--- src/rtl/timer_regif_pkg.sv ---
package timer_regif_pkg;

    localparam int NCH      = 3;
    localparam int BYTE_W   = 8;
    localparam int CNT_W    = 2 * BYTE_W;
    localparam int MODE_W   = 3;
    localparam int ADDR_W   = 2;
    localparam logic [ADDR_W-1:0] CMD_ADDR = ADDR_W'(NCH);

    // access setting of a channel: how 16-bit values are split into bytes
    typedef enum logic [1:0] {
        ACC_SNAP = 2'd0,
        ACC_LO   = 2'd1,
        ACC_HI   = 2'd2,
        ACC_WORD = 2'd3
    } acc_e;

    // state of a frozen count waiting to be read
    typedef enum logic [2:0] {
        SNAP_NONE = 3'd0,
        SNAP_LO   = 3'd1,
        SNAP_HI   = 3'd2,
        SNAP_W0   = 3'd3,
        SNAP_W1   = 3'd4
    } snap_e;

    typedef struct packed {
        acc_e              acc;
        logic [MODE_W-1:0] mode;
        logic              bcd;
    } chcfg_t;

    localparam chcfg_t CFG_RESET = '{acc: ACC_WORD, mode: '0, bcd: 1'b0};

    // per-channel strobes produced by the command decoder
    typedef struct packed {
        logic [NCH-1:0] cfg_we;
        logic [NCH-1:0] snap_cnt;
        logic [NCH-1:0] snap_st;
        logic [NCH-1:0] dat_we;
        logic [NCH-1:0] dat_re;
        chcfg_t         cfg;
    } regif_cmd_t;

    function automatic snap_e snap_kind(acc_e a);
        case (a)
            ACC_LO:  return SNAP_LO;
            ACC_HI:  return SNAP_HI;
            default: return SNAP_W0;
        endcase
    endfunction

    function automatic logic [BYTE_W-1:0] status_byte(logic o, logic nul, chcfg_t c);
        return {o, nul, c};
    endfunction

    function automatic logic [BYTE_W-1:0] lo_byte(logic [CNT_W-1:0] v);
        return v[BYTE_W-1:0];
    endfunction

    function automatic logic [BYTE_W-1:0] hi_byte(logic [CNT_W-1:0] v);
        return v[CNT_W-1:BYTE_W];
    endfunction

endpackage

--- src/rtl/timer_regif_decode.sv ---
module timer_regif_decode
    import timer_regif_pkg::*;
(
    input  logic                wr_en,
    input  logic                rd_en,
    input  logic [ADDR_W-1:0]   addr,
    input  logic [BYTE_W-1:0]   wdata,
    output regif_cmd_t          cmd
);

    localparam logic [1:0] SEL_RB = 2'd3;

    logic       is_cmd;
    logic [1:0] sel;
    acc_e       acc;
    logic       is_rb;
    logic       rb_cnt;
    logic       rb_st;

    assign is_cmd = wr_en && (addr == CMD_ADDR);
    assign sel    = wdata[7:6];
    assign acc    = acc_e'(wdata[5:4]);
    assign is_rb  = (sel == SEL_RB);
    // read-back request flags are active low
    assign rb_cnt = !wdata[5];
    assign rb_st  = !wdata[4];

    always_comb begin
        cmd          = '0;
        cmd.cfg.acc  = acc;
        cmd.cfg.mode = wdata[3:1];
        cmd.cfg.bcd  = wdata[0];
        for (int c = 0; c < NCH; c++) begin
            cmd.cfg_we[c]   = is_cmd && !is_rb && (sel == 2'(c)) && (acc != ACC_SNAP);
            cmd.snap_cnt[c] = is_cmd && ((!is_rb && (sel == 2'(c)) && (acc == ACC_SNAP)) ||
                                         (is_rb && wdata[c+1] && rb_cnt));
            cmd.snap_st[c]  = is_cmd && is_rb && wdata[c+1] && rb_st;
            cmd.dat_we[c]   = wr_en && (addr == ADDR_W'(c));
            cmd.dat_re[c]   = rd_en && (addr == ADDR_W'(c));
        end
    end

endmodule

--- src/rtl/timer_regif_chan.sv ---
module timer_regif_chan
    import timer_regif_pkg::*;
(
    input  logic                clk,
    input  logic                rst,
    input  logic                cfg_we,
    input  chcfg_t              cfg_in,
    input  logic                snap_cnt,
    input  logic                snap_st,
    input  logic                dat_we,
    input  logic                dat_re,
    input  logic [BYTE_W-1:0]   wbyte,
    input  logic [CNT_W-1:0]    live,
    input  logic                out_lvl,
    output logic [BYTE_W-1:0]   rbyte,
    output logic                ld_stb,
    output logic [CNT_W-1:0]    ld_val,
    output logic [MODE_W-1:0]   ld_mode
);

    chcfg_t              cfg_q;
    logic                wr_hi_q;
    logic                rd_hi_q;
    logic [BYTE_W-1:0]   hold_q;
    logic                null_q;
    snap_e               snap_q;
    logic [CNT_W-1:0]    snap_val_q;
    logic                st_pend_q;
    logic [BYTE_W-1:0]   st_val_q;
    logic                ld_stb_q;
    logic [CNT_W-1:0]    ld_val_q;
    logic [MODE_W-1:0]   ld_mode_q;

    logic                load_now;
    logic [CNT_W-1:0]    load_val;

    // count assembly from data-port bytes
    always_comb begin
        load_now = 1'b0;
        load_val = '0;
        case (cfg_q.acc)
            ACC_LO: begin
                load_now = dat_we;
                load_val = {{BYTE_W{1'b0}}, wbyte};
            end
            ACC_HI: begin
                load_now = dat_we;
                load_val = {wbyte, {BYTE_W{1'b0}}};
            end
            ACC_WORD: begin
                load_now = dat_we && wr_hi_q;
                load_val = {wbyte, hold_q};
            end
            default: begin
                load_now = 1'b0;
                load_val = '0;
            end
        endcase
    end

    // read byte: status snapshot, then count snapshot, then live count
    always_comb begin
        if (st_pend_q) begin
            rbyte = st_val_q;
        end else begin
            case (snap_q)
                SNAP_LO, SNAP_W0: rbyte = lo_byte(snap_val_q);
                SNAP_HI, SNAP_W1: rbyte = hi_byte(snap_val_q);
                default: begin
                    case (cfg_q.acc)
                        ACC_HI:   rbyte = hi_byte(live);
                        ACC_WORD: rbyte = rd_hi_q ? hi_byte(live) : lo_byte(live);
                        default:  rbyte = lo_byte(live);
                    endcase
                end
            endcase
        end
    end

    always_ff @(posedge clk) begin
        if (rst) begin
            cfg_q      <= CFG_RESET;
            wr_hi_q    <= 1'b0;
            rd_hi_q    <= 1'b0;
            hold_q     <= '0;
            null_q     <= 1'b1;
            snap_q     <= SNAP_NONE;
            snap_val_q <= '0;
            st_pend_q  <= 1'b0;
            st_val_q   <= '0;
            ld_stb_q   <= 1'b0;
            ld_val_q   <= '0;
            ld_mode_q  <= '0;
        end else begin
            ld_stb_q <= load_now;
            if (load_now) begin
                ld_val_q  <= load_val;
                ld_mode_q <= cfg_q.mode;
            end

            if (cfg_we) begin
                cfg_q   <= cfg_in;
                wr_hi_q <= 1'b0;
                rd_hi_q <= 1'b0;
                null_q  <= 1'b1;
            end else begin
                if (dat_we && (cfg_q.acc == ACC_WORD)) begin
                    if (!wr_hi_q) begin
                        hold_q  <= wbyte;
                        wr_hi_q <= 1'b1;
                    end else begin
                        wr_hi_q <= 1'b0;
                    end
                end
                if (load_now) begin
                    null_q <= 1'b0;
                end
            end

            if (dat_re) begin
                if (st_pend_q) begin
                    st_pend_q <= 1'b0;
                end else if (snap_q != SNAP_NONE) begin
                    snap_q <= (snap_q == SNAP_W0) ? SNAP_W1 : SNAP_NONE;
                end else if (cfg_q.acc == ACC_WORD) begin
                    rd_hi_q <= !rd_hi_q;
                end
            end

            if (snap_cnt && (snap_q == SNAP_NONE)) begin
                snap_q     <= snap_kind(cfg_q.acc);
                snap_val_q <= live;
            end
            if (snap_st && !st_pend_q) begin
                st_pend_q <= 1'b1;
                st_val_q  <= status_byte(out_lvl, null_q, cfg_q);
            end
        end
    end

    assign ld_stb  = ld_stb_q;
    assign ld_val  = ld_val_q;
    assign ld_mode = ld_mode_q;

endmodule

--- src/rtl/timer_host_regif.sv ---
module timer_host_regif
    import timer_regif_pkg::*;
(
    input  logic                    clk,
    input  logic                    rst,
    input  logic [ADDR_W-1:0]       addr,
    input  logic                    wr_en,
    input  logic                    rd_en,
    input  logic [BYTE_W-1:0]       wdata,
    output logic [BYTE_W-1:0]       rdata,
    input  logic [NCH*CNT_W-1:0]    live_cnt,
    input  logic [NCH-1:0]          chan_out,
    output logic [NCH-1:0]          ld_stb,
    output logic [CNT_W-1:0]        ld_count,
    output logic [MODE_W-1:0]       ld_mode
);

    regif_cmd_t          cmd;
    logic [BYTE_W-1:0]   ch_rbyte [NCH];
    logic [NCH-1:0]      ch_stb;
    logic [CNT_W-1:0]    ch_val   [NCH];
    logic [MODE_W-1:0]   ch_mode  [NCH];

    timer_regif_decode u_dec (
        .wr_en (wr_en),
        .rd_en (rd_en),
        .addr  (addr),
        .wdata (wdata),
        .cmd   (cmd)
    );

    for (genvar c = 0; c < NCH; c++) begin : g_ch
        timer_regif_chan u_chan (
            .clk      (clk),
            .rst      (rst),
            .cfg_we   (cmd.cfg_we[c]),
            .cfg_in   (cmd.cfg),
            .snap_cnt (cmd.snap_cnt[c]),
            .snap_st  (cmd.snap_st[c]),
            .dat_we   (cmd.dat_we[c]),
            .dat_re   (cmd.dat_re[c]),
            .wbyte    (wdata),
            .live     (live_cnt[c*CNT_W +: CNT_W]),
            .out_lvl  (chan_out[c]),
            .rbyte    (ch_rbyte[c]),
            .ld_stb   (ch_stb[c]),
            .ld_val   (ch_val[c]),
            .ld_mode  (ch_mode[c])
        );
    end

    always_comb begin
        rdata = '0;
        for (int c = 0; c < NCH; c++) begin
            if (rd_en && (addr == ADDR_W'(c))) begin
                rdata = ch_rbyte[c];
            end
        end
    end

    always_comb begin
        ld_count = '0;
        ld_mode  = '0;
        for (int c = 0; c < NCH; c++) begin
            if (ch_stb[c]) begin
                ld_count = ld_count | ch_val[c];
                ld_mode  = ld_mode | ch_mode[c];
            end
        end
    end

    assign ld_stb = ch_stb;

endmodule

--- config.mk ---
export PLATFORM = sky130hd
export DESIGN_NAME = timer_host_regif
export DESIGN_NICKNAME = d
export VERILOG_FILES = /design/src/rtl/timer_regif_pkg.sv /design/src/rtl/timer_regif_decode.sv /design/src/rtl/timer_regif_chan.sv /design/src/rtl/timer_host_regif.sv
export SDC_FILE = /design/constraint.sdc
export NUM_CORES = 1
export LEC_CHECK = 0
export BUFFER_PORTS_ARGS = -buffer_cell sky130_fd_sc_hd__buf_2
export CORE_ASPECT_RATIO = 1.5
export CORE_MARGIN = 4
export CORE_UTILIZATION = 30
export DETAILED_ROUTE_END_ITERATION = 6
export SLEW_MARGIN = 20
export SYNTH_ARGS = -nofsm -noshare
export SYNTH_HDL_FRONTEND = slang
export SYNTH_SLANG_ARGS = --single-unit
--- constraint.sdc ---
create_clock -name clk -period 2.37 [get_ports clk]
set_input_delay 0.474 -clock clk [delete_from_list [all_inputs] [get_ports clk]]
set_output_delay 0.474 -clock clk [all_outputs]
set_load 0.01 [all_outputs]
==> results of run 1 <==
[critical path: stages, from the launching register on]
cell and delay [ns]:
dfxtp_4 0.37, ha_4 0.18, mux2i_4 0.20, buf_6 0.15, a22oi_2 0.18, o221ai_2 0.10
o211ai_1 0.21, nand4_1 0.23, buf_2 0.20
[cells in the mapped netlist (10+ instances only)]
library cell,instances
nor2_1,145
a211o_1,11
mux2i_1,94
nand3_1,27
a21oi_1,88
a221oi_1,32
nand4_1,10
nand2_1,97
buf_2,14
nor3_1,31
o21ai_0,13
inv_1,44
a22oi_1,39
clkbuf_1,62
ha_1,19
a222oi_1,19
o221ai_1,16
dfxtp_1,195
[power by group]
part | total [mW] | switching (mW) | internal, mW
Sequential | 3.35 | 0.0329 | 3.31
Combinational | 0.597 | 0.355 | 0.242
Clock | 2.82 | 1.42 | 1.40
Total | 6.76 | 1.81 | 4.95
[per-layer routing]
layer / wire [um] / vias to the layer above / global-route usage / share of wire
li1: - / 4030 / - / -
met1: 11500 / 4019 / 0.202 / 0.40
met2: 14900 / 277 / 0.303 / 0.51
met3: 1450 / 64 / 0.0292 / 0.050
met4: 1050 / 4 / 0.0720 / 0.036
met5: 19 / - / 0 / 0.00066
[stage by stage]
step                TNS, ns  setup WS, ns  area, um2  total power, mW  hold WS [ns]
floorplan                 0        0.0187       9160             3.72         0.431
global placement     -0.591        -0.124      10400             3.97         0.438
detailed placement    -1.03        -0.190      10400             3.98         0.446
CTS                   -2.78        -0.370      11100             6.80         0.251
global route          -3.19        -0.439      11200             7.00         0.280
finish                -2.47        -0.358      11200             6.76         0.265
[path summary, 6_finish.rpt]
kind / cells past startpoint / slack (ns) / end
setup / recovery: 8 / -0.36 / rdata[2]
hold / removal: 3 / 0.27 / g_ch[2].u_chan.st_val_q[7]
hold reg to reg: 2 / 0.45 / g_ch[2].u_chan.ld_val[9]
setup reg to reg: 9 / 0.12 / g_ch[0].u_chan.ld_val[7]
[flip-flops by register name, indices dropped and copies added, names as in the netlist]
name and cells:
g_ch.u_chan.cfg_q 18, g_ch.u_chan.null_q 3, g_ch.u_chan.ld_mode 9, g_ch.u_chan.ld_stb 3, g_ch.u_chan.snap_q 9, g_ch.u_chan.st_val_q 24, g_ch.u_chan.hold_q 24, g_ch.u_chan.wr_hi_q 3
g_ch.u_chan.snap_val_q 48, g_ch.u_chan.ld_val 48, g_ch.u_chan.st_pend_q 3, g_ch.u_chan.rd_hi_q 3
[logic make-up (layout without fill, tap and decap cells)]
| group | after synthesis | after routing | share of synthesized area |
|---|---|---|---|
| adder cells (fa/ha/maj) | 19 | 19 | 0.0260 |
| buffers and inverters | 138 | 260 | 0.0638 |
| XOR/XNOR | 2 | 2 | 0.00191 |
| flip-flops | 195 | 195 | 0.426 |
| AO/OA/AOI/OAI | 258 | 258 | 0.201 |
| multiplexers | 94 | 94 | 0.103 |
| AND/OR/NAND/NOR | 358 | 358 | 0.178 |
[cell type report]
cell class                      count  area (um2)  share of cell area
Sequential cell                   195        3920               0.349
Clock inverter                     15         146              0.0130
Multi-Input combinational cell    731        4870               0.433
Tap cell                          400         500              0.0445
Timing Repair Buffer              184        1210               0.108
Clock buffer                       17         425              0.0379
Inverter                           44         165              0.0147
[what timing repair did]
item / CTS / global route
cloned: 0 / 0
buffers inserted: 3 / 5
resized for setup: 38 / 17
setup endpoints to repair: 20 / 8
pin swaps: 26 / 25
==> impl_metrics.prom, run 1 <==
# TYPE chip_impl_metric gauge
chip_impl_metric{name="edff_count_synth",unit=""} 0
chip_impl_metric{name="utilization",unit=""} 0.373
chip_impl_metric{name="max_clock_freq",unit="MHz"} 367
chip_impl_metric{name="antenna_cells",unit=""} 0
chip_impl_metric{name="flow.area_growth_from_synthesis",unit="%"} 22.7
chip_impl_metric{name="layout-drive-gt1-share",unit=""} 0.233
chip_impl_metric{name="library_cells_used_by_synthesis",unit=""} 54
chip_impl_metric{name="ctsHtreeMaxLevel",unit=""} 4
chip_impl_metric{name="synthCells",unit=""} 1064
chip_impl_metric{name="count_of_unresolved_drc_violations_after_routing",unit=""} 0
chip_impl_metric{name="max-vdd-ir-drop",unit="mV"} 0.514
chip_impl_info{name="cp-end-kind",value="output pin"} 1
chip_impl_metric{name="via_count_of_the_first_global_routing_pass",unit=""} 8136
chip_impl_metric{name="finClkSkew",unit="ns"} 0.0104
chip_impl_metric{name="design.core.area",unit="um2"} 30200
chip_impl_metric{name="initial_drc_count",unit=""} 689
chip_impl_metric{name="path_clk_slew",unit="ns"} 0.08
chip_impl_metric{name="cts-hold-fix-buffers",unit=""} 0
chip_impl_metric{name="clock_sink_count",unit=""} 195
chip_impl_info{name="post_synth_main_area_contributors",value="dfxtp_1, mux2i_1, nor2_1"} 1
chip_impl_metric{name="placedCellCount",unit=""} 1546
chip_impl_metric{name="worst-slew-pin-transition",unit="ns"} 0.603
chip_impl_info{name="unrepaired_setup_endpoints_after_global_routing",value="yes"} 1
chip_impl_info{name="violations",value="setup timing"} 1
chip_impl_metric{name="clock_latency",unit="ns"} 0.45
chip_impl_info{name="tritoncts",value="built"} 1
chip_impl_info{name="cts_root_buffer",value="clkbuf_16"} 1
chip_impl_info{name="netlist.top_cell.by_area",value="dfxtp_1"} 1
chip_impl_metric{name="final_gp_congestion",unit=""} 0.877
chip_impl_metric{name="post-dp-hpwl",unit="um"} 20800
chip_impl_metric{name="yosysTopAreaCellShare",unit=""} 0.426
chip_impl_metric{name="final-instance-count-excl-fill",unit=""} 1586
chip_impl_metric{name="final_hold_viol_count",unit=""} 0
chip_impl_info{name="mostFrequentLayoutCells",value="dfxtp_1, nor2_1, nand2_1, mux2i_1, buf_2"} 1
chip_impl_info{name="timing.hold.worst.class",value="in2reg"} 1
chip_impl_info{name="crit_path_start_kind",value="register"} 1
chip_impl_metric{name="final_max_slew_viol_count",unit=""} 0
chip_impl_metric{name="number_of_flip_flops_and_latches_in_the_synthesized_netlist",unit=""} 195
chip_impl_metric{name="ioPinCount",unit=""} 95
chip_impl_metric{name="synth_sequential_area_ratio",unit=""} 0.426
chip_impl_info{name="critical_path_startpoint",value="g_ch[0].u_chan.cfg_q[5]"} 1
chip_impl_metric{name="synthesized_cell_area",unit="um2"} 9160
chip_impl_metric{name="die-area",unit="um2"} 33400
chip_impl_metric{name="first_pass_grt_wire_length",unit="um"} 44800
chip_impl_metric{name="num_vias",unit=""} 8394
chip_impl_info{name="outcome",value="finished with violations"} 1
chip_impl_metric{name="worst_slew_margin_rel",unit=""} 0.596
chip_impl_metric{name="route.detailed.wl_per_inst",unit="um"} 18.3
chip_impl_metric{name="finalCriticalPeriod",unit="ns"} 2.73
chip_impl_metric{name="postSynthAreaPerCell",unit="um2"} 8.60
chip_impl_metric{name="start_util",unit=""} 0.304
chip_impl_metric{name="syn_nets",unit=""} 1148
chip_impl_info{name="timing.hold.worst.start",value="chan_out[2]"} 1
chip_impl_metric{name="final_net_count",unit=""} 1257
chip_impl_metric{name="static-leakage-power",unit="nW"} 4.37
chip_impl_metric{name="max-clock-path-buffers",unit=""} 2
chip_impl_metric{name="yosys_warnings",unit=""} 0
chip_impl_metric{name="detailedRoute.firstPassIterationCount",unit=""} 6
chip_impl_metric{name="pwr_density_cell",unit="nW/um2"} 602
chip_impl_metric{name="total_global_routing_track_utilization",unit=""} 0.171
chip_impl_metric{name="maximum_number_of_pins_on_one_net_before_global_route_repair",unit=""} 72
chip_impl_metric{name="tritoncts.num_buffers",unit=""} 17
chip_impl_metric{name="worst-path-max-fanout",unit=""} 4
chip_impl_metric{name="viasPerCell",unit=""} 5.29
chip_impl_metric{name="die_h",unit="um"} 222
chip_impl_metric{name="antenna_found_initial",unit=""} 2
chip_impl_metric{name="antenna_violating_nets_post_route",unit=""} 0
chip_impl_info{name="postSynth.topFlopCell",value="dfxtp_1"} 1
chip_impl_metric{name="drv_cap",unit=""} 0
chip_impl_metric{name="global_route.overflow_total",unit=""} 0
chip_impl_info{name="layout.cells.most_common",value="dfxtp_1"} 1
chip_impl_metric{name="nFillCells",unit=""} 3071
chip_impl_metric{name="worst-endpoint-arrival",unit="ns"} 2.25
chip_impl_metric{name="fin_crit_sh",unit=""} 1.15
chip_impl_info{name="critPathKind",value="reg2out"} 1
chip_impl_metric{name="crit_required",unit="ns"} 1.90
chip_impl_metric{name="setup_violations",unit=""} 8
chip_impl_metric{name="die_width",unit="um"} 151
chip_impl_info{name="r2r-start",value="g_ch[0].u_chan.cfg_q[5]"} 1
chip_impl_metric{name="port-buffer-count",unit=""} 94
chip_impl_metric{name="synth-async-reset-ratio",unit=""} 0
chip_impl_metric{name="layout_setup_ws",unit="ns"} -0.358
chip_impl_metric{name="drt-total-wl",unit="um"} 28900
chip_impl_metric{name="placementRows",unit=""} 78
Power figures use the tool's default switching activity.
==> inputs of run 2 (changes only) <==
--- a/config.mk
+++ b/config.mk
@@ -10,6 +10,7 @@
 export CORE_MARGIN = 4
 export CORE_UTILIZATION = 30
 export DETAILED_ROUTE_END_ITERATION = 6
+export REMOVE_ABC_BUFFERS = 1
 export SLEW_MARGIN = 20
 export SYNTH_ARGS = -nofsm -noshare
 export SYNTH_HDL_FRONTEND = slang
==> run 2 against run 1 <==
  * Wire length is 0.58% higher
  * Power is 0.41% higher
  * Via count is 1.5% lower
  * Sequential power hardly changed
  * Clock power hardly changed
  * Largest cell class unchanged
  * Global-route usage is 0.079 points higher
  * Clock skew is 0.0012 ns lower
  * Register-to-register slack better by 0.05 ns
  * Sequential cell count stayed put
  * The flow still finishes with violations (setup timing)
==> impl_metrics.prom, run 2 (same netlist as run 1, synthesis figures left out) <==
# TYPE chip_impl_metric gauge
chip_impl_info{name="outcome",value="finished with violations"} 1
chip_impl_info{name="violations",value="setup timing"} 1
chip_impl_metric{name="worst-path-max-fanout",unit=""} 7
chip_impl_metric{name="fin_tns_setup",unit="ns"} -2.26
chip_impl_info{name="r2r_end",value="g_ch[0].u_chan.ld_val[6]"} 1
chip_impl_metric{name="worst_slew_margin_rel",unit=""} 0.596
chip_impl_metric{name="worst_hold_path.num_cells",unit=""} 3
chip_impl_metric{name="final_hold_viol_count",unit=""} 0
chip_impl_info{name="cts_root_buffer",value="clkbuf_16"} 1
chip_impl_metric{name="post-dp-hpwl",unit="um"} 20900
chip_impl_metric{name="cts-hold-fix-buffers",unit=""} 0
chip_impl_metric{name="finish.instance_area",unit="um2"} 11200
chip_impl_metric{name="design_power_total",unit="mW"} 6.79
chip_impl_metric{name="fin_crit_sh",unit=""} 1.13
chip_impl_metric{name="crit_required",unit="ns"} 1.90
chip_impl_metric{name="placementRows",unit=""} 78
chip_impl_info{name="crit_chain",value="ha_4 > mux2i_1 > buf_4 > a22oi_2 > o221ai_2 > o211ai_1 > nand4_1 > buf_2"} 1
chip_impl_metric{name="pwr_density_cell",unit="nW/um2"} 604
chip_impl_metric{name="viasPerCell",unit=""} 5.23
chip_impl_metric{name="die_h",unit="um"} 222
chip_impl_metric{name="final_max_slew_viol_count",unit=""} 0
chip_impl_metric{name="multiInputGateArea",unit="um2"} 4940
chip_impl_info{name="timing.hold.worst.start",value="chan_out[1]"} 1
chip_impl_info{name="cpLargestDelayFamily",value="compound AO/OA/AOI/OAI gates"} 1
chip_impl_metric{name="first_pass_grt_wire_length",unit="um"} 45100
chip_impl_metric{name="ctsHtreeMaxLevel",unit=""} 4
chip_impl_info{name="tritoncts",value="built"} 1
chip_impl_metric{name="worst-slew-pin-transition",unit="ns"} 0.604
chip_impl_info{name="r2r-start",value="g_ch[0].u_chan.cfg_q[5]"} 1
chip_impl_metric{name="grt.met3_usage",unit=""} 0.0264
chip_impl_metric{name="design.core.area",unit="um2"} 30200
chip_impl_metric{name="path_clk_slew",unit="ns"} 0.07
chip_impl_metric{name="drt-total-wl",unit="um"} 29100
chip_impl_metric{name="use_met2",unit=""} 0.305
chip_impl_metric{name="final-instance-count-excl-fill",unit=""} 1579
chip_impl_metric{name="layout_setup_ws",unit="ns"} -0.302
chip_impl_metric{name="hold_slack",unit="ns"} 0.287
chip_impl_metric{name="worst-path-buf-inv",unit=""} 2
chip_impl_info{name="cp_slowest_cell",value="dfxtp_4"} 1
chip_impl_metric{name="clock_latency",unit="ns"} 0.44
chip_impl_metric{name="post_dp_cell_area",unit="um2"} 10300
chip_impl_metric{name="antenna_violating_nets_post_route",unit=""} 0
chip_impl_metric{name="final_net_count",unit=""} 1248
chip_impl_metric{name="setup_violations",unit=""} 8
chip_impl_metric{name="finClkSkew",unit="ns"} 0.00926
chip_impl_metric{name="route.detailed.wl_per_inst",unit="um"} 18.4
chip_impl_info{name="layout.cells.most_common",value="dfxtp_1"} 1
chip_impl_metric{name="final_gp_congestion",unit=""} 0.847
chip_impl_info{name="whs_endpoint",value="g_ch[1].u_chan.st_val_q[7]"} 1
chip_impl_metric{name="initial_drc_count",unit=""} 674
chip_impl_info{name="crit_path_start_kind",value="register"} 1
chip_impl_metric{name="max_clock_freq",unit="MHz"} 374
chip_impl_metric{name="worst-endpoint-arrival",unit="ns"} 2.20
chip_impl_metric{name="gr-usage-met1",unit=""} 0.202
chip_impl_metric{name="via_count_of_the_first_global_routing_pass",unit=""} 7958
chip_impl_metric{name="die-area",unit="um2"} 33400
chip_impl_metric{name="max-clock-path-buffers",unit=""} 2
chip_impl_metric{name="global_route.overflow_total",unit=""} 0
chip_impl_metric{name="static-leakage-power",unit="nW"} 4.32
chip_impl_metric{name="detailedRoute.firstPassIterationCount",unit=""} 5
chip_impl_metric{name="flow.area_growth_from_synthesis",unit="%"} 22.8
chip_impl_metric{name="nFillCells",unit=""} 3108
chip_impl_metric{name="antenna_found_initial",unit=""} 1
chip_impl_metric{name="utilization",unit=""} 0.373
chip_impl_metric{name="layout.area.seq",unit="um2"} 3920
chip_impl_metric{name="worst-r2r-cell-count",unit=""} 7
chip_impl_metric{name="clock_sink_count",unit=""} 195
chip_impl_metric{name="drv_cap",unit=""} 0
chip_impl_metric{name="layout-drive-gt1-share",unit=""} 0.237
chip_impl_metric{name="num_vias",unit=""} 8264
chip_impl_metric{name="delay_contributed_by_the_slowest_stage_of_the_critical_path",unit="ns"} 0.37
chip_impl_info{name="unrepaired_setup_endpoints_after_global_routing",value="yes"} 1
chip_impl_metric{name="r2r_slack",unit="ns"} 0.17
chip_impl_info{name="timing.hold.worst.class",value="in2reg"} 1
chip_impl_metric{name="maximum_number_of_pins_on_one_net_before_global_route_repair",unit=""} 61
chip_impl_metric{name="max-vdd-ir-drop",unit="mV"} 0.453
chip_impl_info{name="grt.busiest_layer",value="met2"} 1
chip_impl_metric{name="start_util",unit=""} 0.304
chip_impl_metric{name="port-buffer-count",unit=""} 94
chip_impl_metric{name="count_of_unresolved_drc_violations_after_routing",unit=""} 0
chip_impl_info{name="cp-end-kind",value="output pin"} 1
chip_impl_metric{name="finalCriticalPeriod",unit="ns"} 2.67
chip_impl_metric{name="placedCellCount",unit=""} 1536
chip_impl_info{name="critPathKind",value="reg2out"} 1
chip_impl_metric{name="die_width",unit="um"} 151
chip_impl_info{name="mostFrequentLayoutCells",value="dfxtp_1, nor2_1, nand2_1, mux2i_1, buf_2"} 1
chip_impl_metric{name="ioPinCount",unit=""} 95
chip_impl_metric{name="pre_cts_ws",unit="ns"} -0.115
chip_impl_metric{name="total_global_routing_track_utilization",unit=""} 0.172
chip_impl_metric{name="tritoncts.num_buffers",unit=""} 17
[run 2: worst max path at each step]
stage | slack [ns] | start | depth (start not counted) | to
final | -0.30 | g_ch[0].u_chan.cfg_q[4] | 8 | rdata[2]
after global routing | -0.35 | g_ch[0].u_chan.cfg_q[4] | 8 | rdata[1]
after CTS | -0.32 | g_ch[0].u_chan.cfg_q[4] | 8 | rdata[5]
after detailed placement | -0.11 | g_ch[0].u_chan.cfg_q[5] | 8 | rdata[4]
after global placement | -0.06 | g_ch[0].u_chan.cfg_q[5] | 8 | rdata[0]
after floorplan | -0.27 | g_ch[0].u_chan.cfg_q[4] | 4 | g_ch[0].u_chan.hold_q[0]
[run 2: power breakdown]
part	leakage [nW]	switching (mW)	internal, mW	total, mW
Combinational	2.48	0.357	0.237	0.594
Sequential	1.57	0.0335	3.31	3.35
Clock	0.273	1.35	1.50	2.85
[run 2: layout make-up]
cell class | instances | share of cell area
sequential | 195 | 0.349
timing repair buffer | 175 | 0.101
inverter | 44 | 0.0151
multi-input combinational | 731 | 0.440
clock buffer | 19 | 0.0394
antenna | 2 | 0.000445
tap | 400 | 0.0445
clock inverter | 13 | 0.0109
[run 2: layer usage]
layer	wire length, um	up-vias
met5	0	-
li1	-	4010
met3	1220	53
met2	15200	233
met1	11700	3968
met4	983	0
[run 2: timing repair]
action,in CTS,in global routing
resized for setup,37,32
cloned,0,0
buffers inserted,6,3
pin swaps,24,27
setup endpoints to repair,9,14
[run 2: tightest hold or removal path, cell delays in order]
cell and delay (ns):
buf_2 0.09, mux2i_1 0.06, nor2_1 0.07
